### src/rtl/ic_err_pkg.sv
package ic_err_pkg;
  localparam int CMD_W  = 3;
  localparam int ID_W   = 8;
  localparam int INFO_W = 12;
  localparam int REG_W  = 32;
  localparam int ADDR_W = 2;
  localparam int FLAG_W = 13;

  localparam logic [3:0] CODE_TIMEOUT = 4'h2;
  localparam logic [3:0] CODE_INBAND  = 4'h4;
  localparam logic [3:0] CODE_SERR    = 4'h5;

  localparam int FL_SERR  = 0;
  localparam int FL_TOUT  = 1;
  localparam int FL_BURST = 2;

  localparam logic [ADDR_W-1:0] A_LOG_LO = 2'd0;
  localparam logic [ADDR_W-1:0] A_LOG_HI = 2'd1;
  localparam logic [ADDR_W-1:0] A_CTRL   = 2'd2;

  typedef struct packed {
    logic [2:0]        rsv_top;
    logic [FLAG_W-1:0] flags;
    logic [3:0]        rsv_info;
    logic [INFO_W-1:0] info;
    logic              multi;
    logic              secondary;
    logic [1:0]        rsv_code;
    logic [3:0]        code;
    logic [7:0]        rsv_id;
    logic [ID_W-1:0]   id;
    logic [4:0]        rsv_cmd;
    logic [CMD_W-1:0]  cmd;
  } err_log_t;
endpackage

### src/rtl/ic_err_wdog.sv
module ic_err_wdog
  import ic_err_pkg::*;
#(
  parameter int TO_W = 8
) (
  input  logic              clk,
  input  logic              rst_n,
  input  logic              hold,
  input  logic              clr,
  input  logic              req_valid,
  input  logic              req_burst,
  input  logic [CMD_W-1:0]  ev_cmd,
  input  logic [ID_W-1:0]   ev_id,
  input  logic [INFO_W-1:0] ev_info,
  input  logic              rsp_beat,
  input  logic              rsp_last,
  input  logic [TO_W-1:0]   to_limit,
  output logic              ready,
  output logic              fire,
  output logic              fire_burst,
  output logic [CMD_W-1:0]  sv_cmd,
  output logic [ID_W-1:0]   sv_id,
  output logic [INFO_W-1:0] sv_info
);
  localparam logic [TO_W-1:0] ONE = {{(TO_W-1){1'b0}}, 1'b1};

  logic              busy_q, busy_d, burst_q, burst_d, oos_q, oos_d;
  logic [TO_W-1:0]   cnt_q, cnt_d;
  logic [CMD_W-1:0]  cmd_q;
  logic [ID_W-1:0]   id_q;
  logic [INFO_W-1:0] info_q;
  logic              accept, run, cap_en;

  assign ready  = !oos_q && !hold && !busy_q;
  assign accept = req_valid && ready;
  assign run    = busy_q && !hold;
  assign fire   = run && !rsp_beat && (to_limit != '0) && (cnt_q == to_limit - ONE);
  assign cap_en = accept || clr;

  always_comb begin
    busy_d  = busy_q;
    burst_d = burst_q;
    oos_d   = oos_q;
    cnt_d   = cnt_q;
    if (clr) begin
      busy_d  = 1'b0;
      burst_d = 1'b0;
      oos_d   = 1'b0;
      cnt_d   = '0;
    end else if (accept) begin
      busy_d  = 1'b1;
      burst_d = req_burst;
      cnt_d   = '0;
    end else if (run) begin
      if (rsp_beat) begin
        cnt_d = '0;
        if (rsp_last) busy_d = 1'b0;
      end else if (fire) begin
        busy_d = 1'b0;
        oos_d  = 1'b1;
        cnt_d  = '0;
      end else begin
        cnt_d = cnt_q + ONE;
      end
    end
  end

  always_ff @(posedge clk or negedge rst_n) begin
    if (!rst_n) begin
      busy_q  <= 1'b0;
      burst_q <= 1'b0;
      oos_q   <= 1'b0;
      cnt_q   <= '0;
    end else begin
      busy_q  <= busy_d;
      burst_q <= burst_d;
      oos_q   <= oos_d;
      cnt_q   <= cnt_d;
    end
  end

  always_ff @(posedge clk or negedge rst_n) begin
    if (!rst_n) begin
      cmd_q  <= '0;
      id_q   <= '0;
      info_q <= '0;
    end else if (cap_en) begin
      cmd_q  <= clr ? '0 : ev_cmd;
      id_q   <= clr ? '0 : ev_id;
      info_q <= clr ? '0 : ev_info;
    end
  end

  assign fire_burst = burst_q;
  assign sv_cmd     = cmd_q;
  assign sv_id      = id_q;
  assign sv_info    = info_q;
endmodule

### src/rtl/ic_err_capture.sv
module ic_err_capture
  import ic_err_pkg::*;
(
  input  logic              clk,
  input  logic              rst_n,
  input  logic              hold,
  input  logic              clr,
  input  logic              ev_inband,
  input  logic              ev_serr,
  input  logic [CMD_W-1:0]  ev_cmd,
  input  logic [ID_W-1:0]   ev_id,
  input  logic [INFO_W-1:0] ev_info,
  input  logic              fire,
  input  logic              fire_burst,
  input  logic [CMD_W-1:0]  to_cmd,
  input  logic [ID_W-1:0]   to_id,
  input  logic [INFO_W-1:0] to_info,
  output err_log_t          log_q
);
  err_log_t   log_d;
  logic       inb, srr, any, held, log_en;
  logic [1:0] n_err;

  assign inb    = ev_inband && !hold;
  assign srr    = ev_serr && !hold;
  assign any    = inb || srr || fire;
  assign n_err  = {1'b0, inb} + {1'b0, srr} + {1'b0, fire};
  assign held   = (log_q.code != 4'h0);
  assign log_en = any || clr;

  always_comb begin
    log_d = log_q;
    if (clr) begin
      log_d = '0;
    end else if (any) begin
      if (!held) begin
        if (fire) begin
          log_d.code      = CODE_TIMEOUT;
          log_d.secondary = 1'b1;
          log_d.cmd       = to_cmd;
          log_d.id        = to_id;
          log_d.info      = to_info;
        end else if (srr) begin
          log_d.code      = CODE_SERR;
          log_d.secondary = 1'b0;
          log_d.cmd       = ev_cmd;
          log_d.id        = ev_id;
          log_d.info      = ev_info;
        end else begin
          log_d.code      = CODE_INBAND;
          log_d.secondary = 1'b0;
          log_d.cmd       = '0;
          log_d.id        = ev_id;
          log_d.info      = '0;
        end
        log_d.multi = (n_err > 2'd1);
      end else begin
        log_d.multi = 1'b1;
      end
      if (fire) begin
        log_d.flags[FL_TOUT]  = 1'b1;
        log_d.flags[FL_BURST] = fire_burst;
      end
      if (srr) log_d.flags[FL_SERR] = 1'b1;
    end
  end

  always_ff @(posedge clk or negedge rst_n) begin
    if (!rst_n)      log_q <= '0;
    else if (log_en) log_q <= log_d;
  end
endmodule

### src/rtl/ic_err_regs.sv
module ic_err_regs
  import ic_err_pkg::*;
(
  input  logic              clk,
  input  logic              rst_n,
  input  logic              we,
  input  logic [ADDR_W-1:0] addr,
  input  logic [REG_W-1:0]  wdata,
  input  err_log_t          log_q,
  output logic [REG_W-1:0]  rdata,
  output logic              soft_q,
  output logic              sw_clr
);
  logic ctrl_hit, soft_d;
  logic unused_wdata;

  assign unused_wdata = ^wdata[REG_W-1:1];
  assign ctrl_hit     = we && (addr == A_CTRL);
  assign soft_d       = wdata[0];
  assign sw_clr       = ctrl_hit && !wdata[0] && soft_q;

  always_ff @(posedge clk or negedge rst_n) begin
    if (!rst_n)        soft_q <= 1'b0;
    else if (ctrl_hit) soft_q <= soft_d;
  end

  always_comb begin
    case (addr)
      A_LOG_LO: rdata = log_q[REG_W-1:0];
      A_LOG_HI: rdata = log_q[2*REG_W-1:REG_W];
      A_CTRL:   rdata = {{(REG_W-1){1'b0}}, soft_q};
      default:  rdata = '0;
    endcase
  end
endmodule

### src/rtl/ic_err_logger.sv
module ic_err_logger
  import ic_err_pkg::*;
#(
  parameter int TO_W = 8
) (
  input  logic              clk,
  input  logic              rst_n,
  input  logic              req_valid,
  input  logic              req_burst,
  input  logic [CMD_W-1:0]  ev_cmd,
  input  logic [ID_W-1:0]   ev_id,
  input  logic [INFO_W-1:0] ev_info,
  input  logic              rsp_beat,
  input  logic              rsp_last,
  input  logic              ev_inband,
  input  logic              ev_serr,
  input  logic [TO_W-1:0]   to_limit,
  input  logic              reg_we,
  input  logic [ADDR_W-1:0] reg_addr,
  input  logic [REG_W-1:0]  reg_wdata,
  output logic [REG_W-1:0]  reg_rdata,
  output logic              req_ready,
  output logic              irq,
  output logic              flag_serr,
  output logic              flag_timeout
);
  logic [1:0]        rst_sync_q;
  logic              rst_n_s;
  logic              soft_q, sw_clr, fire, fire_burst;
  logic [CMD_W-1:0]  sv_cmd;
  logic [ID_W-1:0]   sv_id;
  logic [INFO_W-1:0] sv_info;
  err_log_t          log_q;

  always_ff @(posedge clk or negedge rst_n) begin
    if (!rst_n) rst_sync_q <= 2'b00;
    else        rst_sync_q <= {rst_sync_q[0], 1'b1};
  end
  assign rst_n_s = rst_sync_q[1];

  ic_err_regs u_regs (
    .clk(clk), .rst_n(rst_n_s), .we(reg_we), .addr(reg_addr),
    .wdata(reg_wdata), .log_q(log_q), .rdata(reg_rdata),
    .soft_q(soft_q), .sw_clr(sw_clr)
  );

  ic_err_wdog #(.TO_W(TO_W)) u_wdog (
    .clk(clk), .rst_n(rst_n_s), .hold(soft_q), .clr(sw_clr),
    .req_valid(req_valid), .req_burst(req_burst),
    .ev_cmd(ev_cmd), .ev_id(ev_id), .ev_info(ev_info),
    .rsp_beat(rsp_beat), .rsp_last(rsp_last), .to_limit(to_limit),
    .ready(req_ready), .fire(fire), .fire_burst(fire_burst),
    .sv_cmd(sv_cmd), .sv_id(sv_id), .sv_info(sv_info)
  );

  ic_err_capture u_cap (
    .clk(clk), .rst_n(rst_n_s), .hold(soft_q), .clr(sw_clr),
    .ev_inband(ev_inband), .ev_serr(ev_serr),
    .ev_cmd(ev_cmd), .ev_id(ev_id), .ev_info(ev_info),
    .fire(fire), .fire_burst(fire_burst),
    .to_cmd(sv_cmd), .to_id(sv_id), .to_info(sv_info),
    .log_q(log_q)
  );

  assign irq          = (log_q.code != 4'h0);
  assign flag_serr    = log_q.flags[FL_SERR];
  assign flag_timeout = log_q.flags[FL_TOUT];
endmodule

### config.mk
export PLATFORM = sky130hd
export DESIGN_NAME = ic_err_logger
export DESIGN_NICKNAME = d
export VERILOG_FILES = /design/src/rtl/ic_err_pkg.sv /design/src/rtl/ic_err_wdog.sv /design/src/rtl/ic_err_capture.sv /design/src/rtl/ic_err_regs.sv /design/src/rtl/ic_err_logger.sv
export SDC_FILE = /design/constraint.sdc
export NUM_CORES = 1
export LEC_CHECK = 0
export CAP_MARGIN = 25
export CORE_ASPECT_RATIO = 2
export CORE_MARGIN = 8
export CORE_UTILIZATION = 45
export CTS_CLUSTER_DIAMETER = 80
export DETAILED_ROUTE_END_ITERATION = 7
export PLACE_DENSITY = 0.74
export SLEW_MARGIN = 20
export SYNTH_ARGS = -nofsm -noshare
export SYNTH_HDL_FRONTEND = slang
export SYNTH_SLANG_ARGS = --single-unit
### constraint.sdc
create_clock -name clk -period 3.34 [get_ports clk]
set_input_delay 0.835 -clock clk [delete_from_list [all_inputs] [get_ports clk]]
set_output_delay 0.835 -clock clk [all_outputs]
set_load 0.01 [all_outputs]
* Word level (Yosys, flattened, before mapping)
Cells that the tools add are included. Widths: inputs -> output; s select.
Operators by class: add/sub/neg operators 4, $lt $le $gt $ge 1, equality and inequality tests 7, mux-type cells 48, reduce and logical (&&, ||, !) cells 37
Operator list (count):
- $pmux 32 s3 | 1
- $mux 8 | 10
- $mux 12 | 4
- $mux 14 | 2
- $mux 3 | 8
- $mux 1 | 18
- $mux 4 | 4
- $logic_and 1x1->1 | 12
- $reduce_and 3->1 | 4
- $reduce_bool 2->1 | 5
- $add 8x1->8 const B | 1
- $eq 8x8->1 | 1
- $reduce_bool 4->1 | 2
- $reduce_bool 8->1 | 1
- $sub 8x1->8 const B | 1
- $ne 2x1->1 const B | 3
- $logic_not 1->1 | 5
- $logic_or 1x1->1 | 4
- $ne 4x1->1 const B | 1
- $reduce_and 4->1 | 1
- $reduce_bool 3->1 | 1
- $add 1x1->2 | 1
- $add 2x1->2 | 1
- $eq 2x1->1 const B | 1
- other kinds (5) | 5
Word-level totals: register bits after elaboration 69, input bits 74, output and inout bits 36, word-level logic and storage cells 114

* Depth between registers and ports, before layout
depth after elaboration 10, mapped depth 11

* By module
A second synthesis with hierarchy kept.
Second synthesis, totals: cells, all modules 425, area total of the unflattened synthesis 4285.4 um2
By module, submodules not included:
- ic_err_capture | times used 1, cells each 201, area each 1968.1 um2
- ic_err_wdog | times used 1, cells each 142, area each 1661.6 um2
- ic_err_regs | times used 1, cells each 78, area each 594.3 um2
- ic_err_logger | times used 1, cells each 4, area each 61.3 um2

* Worst setup path before layout
No wires, ideal clock.
path type input -> register, start point input to_limit[0], end point register u_cap.log_q[12] (netlist name), setup time 125 ps, arrival 2522 ps, required time 3215 ps, setup slack 693 ps, cell stages on the path 10, path buffers 1, cells stage by stage inv_1 > ha_1 > nand2b_1 > o211a_1 > o31ai_1 > o211ai_4 > inv_4 > a21boi_4 > buf_6 > mux2_4
Between the ends: word-level cells in the longest chain between the ends 7
Ends and longest elaborated chain:
- from (decl) | line ic_err_logger.sv:17 | input logic [TO_W-1:0] to_limit,
- $sub 8x1->8 / $reduce_bool 8->1 (equally long branches) | line ic_err_wdog.sv:37 | assign fire = run && !rsp_beat && (to_limit != '0) && (cnt_q == to_limit - ONE);
- $eq 8x8->1 / $logic_and 1x1->1 (equally long branches) | line ic_err_wdog.sv:37
- $logic_and 1x1->1 (*) | line ic_err_wdog.sv:37
- $mux 8 | line ic_err_capture.sv:37 | if (fire) begin
- $mux 8 | line ic_err_capture.sv:36 | if (!held) begin
- $mux 8 | line ic_err_capture.sv:35 | end else if (any) begin
- $mux 8 | line ic_err_capture.sv:33 | if (clr) begin
Mark *: on every way between the ends. The rest lies on a longest branch, timed or not. The select of a mux whose other input is x is not followed. A chain may end at the register's enable or synchronous reset.

* Worst setup path after layout
start point input reg_addr[1], end point output reg_rdata[26]
Between the ends: word-level cells in the longest chain between the ends 2
Ends and longest elaborated chain:
- from (decl) | line ic_err_logger.sv:19 | input logic [ADDR_W-1:0] reg_addr,
- $eq 2x2->1 (tied with other cells) | line ic_err_regs.sv:28 | case (addr)
- $pmux 32 s3 (*) | line ic_err_regs.sv:28
- to (decl) | line ic_err_logger.sv:21 | output logic [REG_W-1:0] reg_rdata,
Mark *: on every way between the ends. The rest lies on a longest branch, timed or not.

==> results.cfg <==
[floorplanning]
start_util = 0.458
fp-row-count = 47
ios = 110
die_x_um = 80.5
coreArea_um2 = 8170
die_y_um = 145
die-area_um2 = 11700

[timing]
setup_violations = 0
finalMaxSlewViolations = 0
rsz0062_at_grt = no
fin_skew_ns = 0.00661
finalCritPeriodShare = 0.977
max-slew-margin-rel = 0.483
fin_hold_ws_ns = 0.339
max_freq_mhz = 306
finalHoldViolCount = 0
finalSetupTns_ns = 0
min_period_ns = 3.26
tightestPinTransition_ns = 0.775

[global_routing]
grt_max_degree = 36
grt_pass1_vias = 3248
gr-total-overflow = 0
grt_pass1_wl_um = 16000
grt_usage = 0.172
antenna_found_initial = 0

[placement]
port_buffers = 70
place_hpwl_um = 7180
gp_congestion = 0.815

[drt]
drtAntennaViolNets = 0
via_count = 2974
viasPerCell = 5.42
drt_pass1_iterations = 4
wl_per_cell_um = 17.7
wirelength_um = 9720
drtIter0Drc = 117
drc = 0

[cells_and_area]
regArea_um2 = 1680
diodes = 0
nNetsFinal = 524
area_growth_syn_to_layout_pct = 34.0
n_fill_cell = 701
postLayoutCoreUtil = 0.614
layout-drive-gt1-share = 0.180
multi_input_area_um2 = 1880

[flow_run]
max_cap_violations = 0

[worst_setup_path]
crit_arrival_ns = 2.43
startpoint = reg_addr[1]
r2r_end = u_cap.log_q[32]$_DFFE_PN0P_
cp.required_ns = 2.50
endpoint_kind = output port
reg2reg_from = u_regs.soft_q$_DFFE_PN0P_
path_max_fanout = 4
startpoint_type = input pin
endpoint = reg_rdata[26]
rr_worst_depth = 9
reg2reg_slack_ns = 0.90
critPathKind = in2out

[logic_synthesis]
synthTopCellsByArea = dfrtp_1 (45%), mux2i_1 (8.0%), and2_1 (5.2%)
ys.flop_type = dfrtp_1
synth_edf_count = 0
synth_top_area_frac = 0.448
ys_warn_count = 0
synth_common_cells = dfrtp_1 (67), and2_1 (31), mux2i_1 (30)
synth_cells = 352
async_reset_ff_frac = 1.00
synth_cell_types = 54
yosysMostFrequentCell = dfrtp_1
synth.avg_cell_area_um2 = 10.6
yosysSeqAreaShare = 0.448
synth_area_um2 = 3740
ys_ff_latch = 67
synth_top_area_cell = dfrtp_1

[clocking]
cts_root_buffer = clkbuf_16
clkLatencyLatePin_ns = 0.33
cts_tree = done
clkTransAtPathRegs_ns = 0.06
cts_hold_buf = 0
cts_buffers = 9
htreeDepth = 3
cts.path.max_buffers = 2
post_cts_buffers = 0
cts.sinks = 67
cts_resized = 0

[pwr]
p_leak_nw = 2.36
power_density_nw_per_um2 = 658
peakVddDrop_v = 0.000396

[outcome]
status = finished, final reports clean

[min_path]
hold_class = reg2async
## cell type report
class / count / share of cell area
Clock buffer: 12 / 0.0531
Clock inverter: 4 / 0.00948
Inverter: 16 / 0.0125
Multi-Input combinational cell: 249 / 0.374
Sequential cell: 67 / 0.335
Tap cell: 98 / 0.0245
Timing Repair Buffer: 103 / 0.192
## state kept, by name, summed over array words and instances (netlist names)
signal / cells
rst_sync_q: 2
u_cap.log_q: 30
u_regs.soft_q: 1
u_wdog.busy_q: 1
u_wdog.cnt_q: 8
u_wdog.fire_burst: 1
u_wdog.oos_q: 1
u_wdog.sv_cmd: 3
u_wdog.sv_id: 8
u_wdog.sv_info: 12
## power breakdown
group / internal, mW / total, mW / switching [mW]
logic: 0.558 / 1.00 / 0.443
clock network: 0.636 / 0.980 / 0.344
registers: 1.12 / 1.32 / 0.201
## metrics by stage
step,instances,cell area [um^2],power [mW],setup WS [ns]
5_1_grt,549,5010,3.48,0.0101
3_5_place_dp,532,4690,2.32,-0.270
3_3_place_gp,532,4690,2.29,-0.192
6_report,549,5010,3.30,0.0752
2_1_floorplan,359,3770,1.93,0.693
4_1_cts,548,5000,3.32,0.0791
## worst max-delay path: stages
cell and delay [ns]:
clkdlybuf4s50_1 0.51, buf_4 0.19, nor3_1 0.29, clkdlybuf4s50_1 0.61
## per-layer routing
layer | track usage | routed length [um] | vias to the layer above | share of wire
met1 | 0.186 | 3800 | 1471 | 0.39
li1 | - | - | 1411 | -
met5 | 0 | 0 | - | 0
met4 | 0.0743 | 256 | 0 | 0.026
met3 | 0.0470 | 424 | 21 | 0.044
met2 | 0.298 | 5240 | 71 | 0.54
## cells by family after synthesis
logic type               after synthesis  synth area share
AO/OA/AOI/OAI                         72             0.176
XOR/XNOR                              12            0.0281
flip-flops                            67             0.448
multiplexers                          39             0.110
buffers and inverters                 44            0.0609
AND/OR/NAND/NOR                      112             0.161
other                                  2           0.00201
adder cells (fa/ha/maj)                4            0.0134
## worst min path at each step
stage / from / cells past startpoint / end
after floorplan: rst_sync_q[0]$_DFF_PN0_ / 0 / rst_sync_q[1]$_DFF_PN0_
after global placement: rst_sync_q[0]$_DFF_PN0_ / 0 / rst_sync_q[1]$_DFF_PN0_
after detailed placement: rst_sync_q[0]$_DFF_PN0_ / 0 / rst_sync_q[1]$_DFF_PN0_
after CTS: rst_sync_q[0]$_DFF_PN0_ / 0 / rst_sync_q[1]$_DFF_PN0_
after global routing: rst_sync_q[0]$_DFF_PN0_ / 0 / rst_sync_q[1]$_DFF_PN0_
final: rst_sync_q[1]$_DFF_PN0_ / 0 / u_wdog.sv_id[0]$_DFFE_PN0N_
## cell usage in the layout (no fill, tap or decap), types with 10 or more instances in the layout
master	n
a22o_1	19
and2_1	31
buf_4	32
clkdlybuf4s50_1	70
dfrtp_1	66
inv_1	15
mux2i_1	30
nand2_1	25
nor2_1	12
nor3_1	12
o21ai_0	10
o2bb2ai_2	10
No activity file was read; power rests on OpenSTA's default activity.
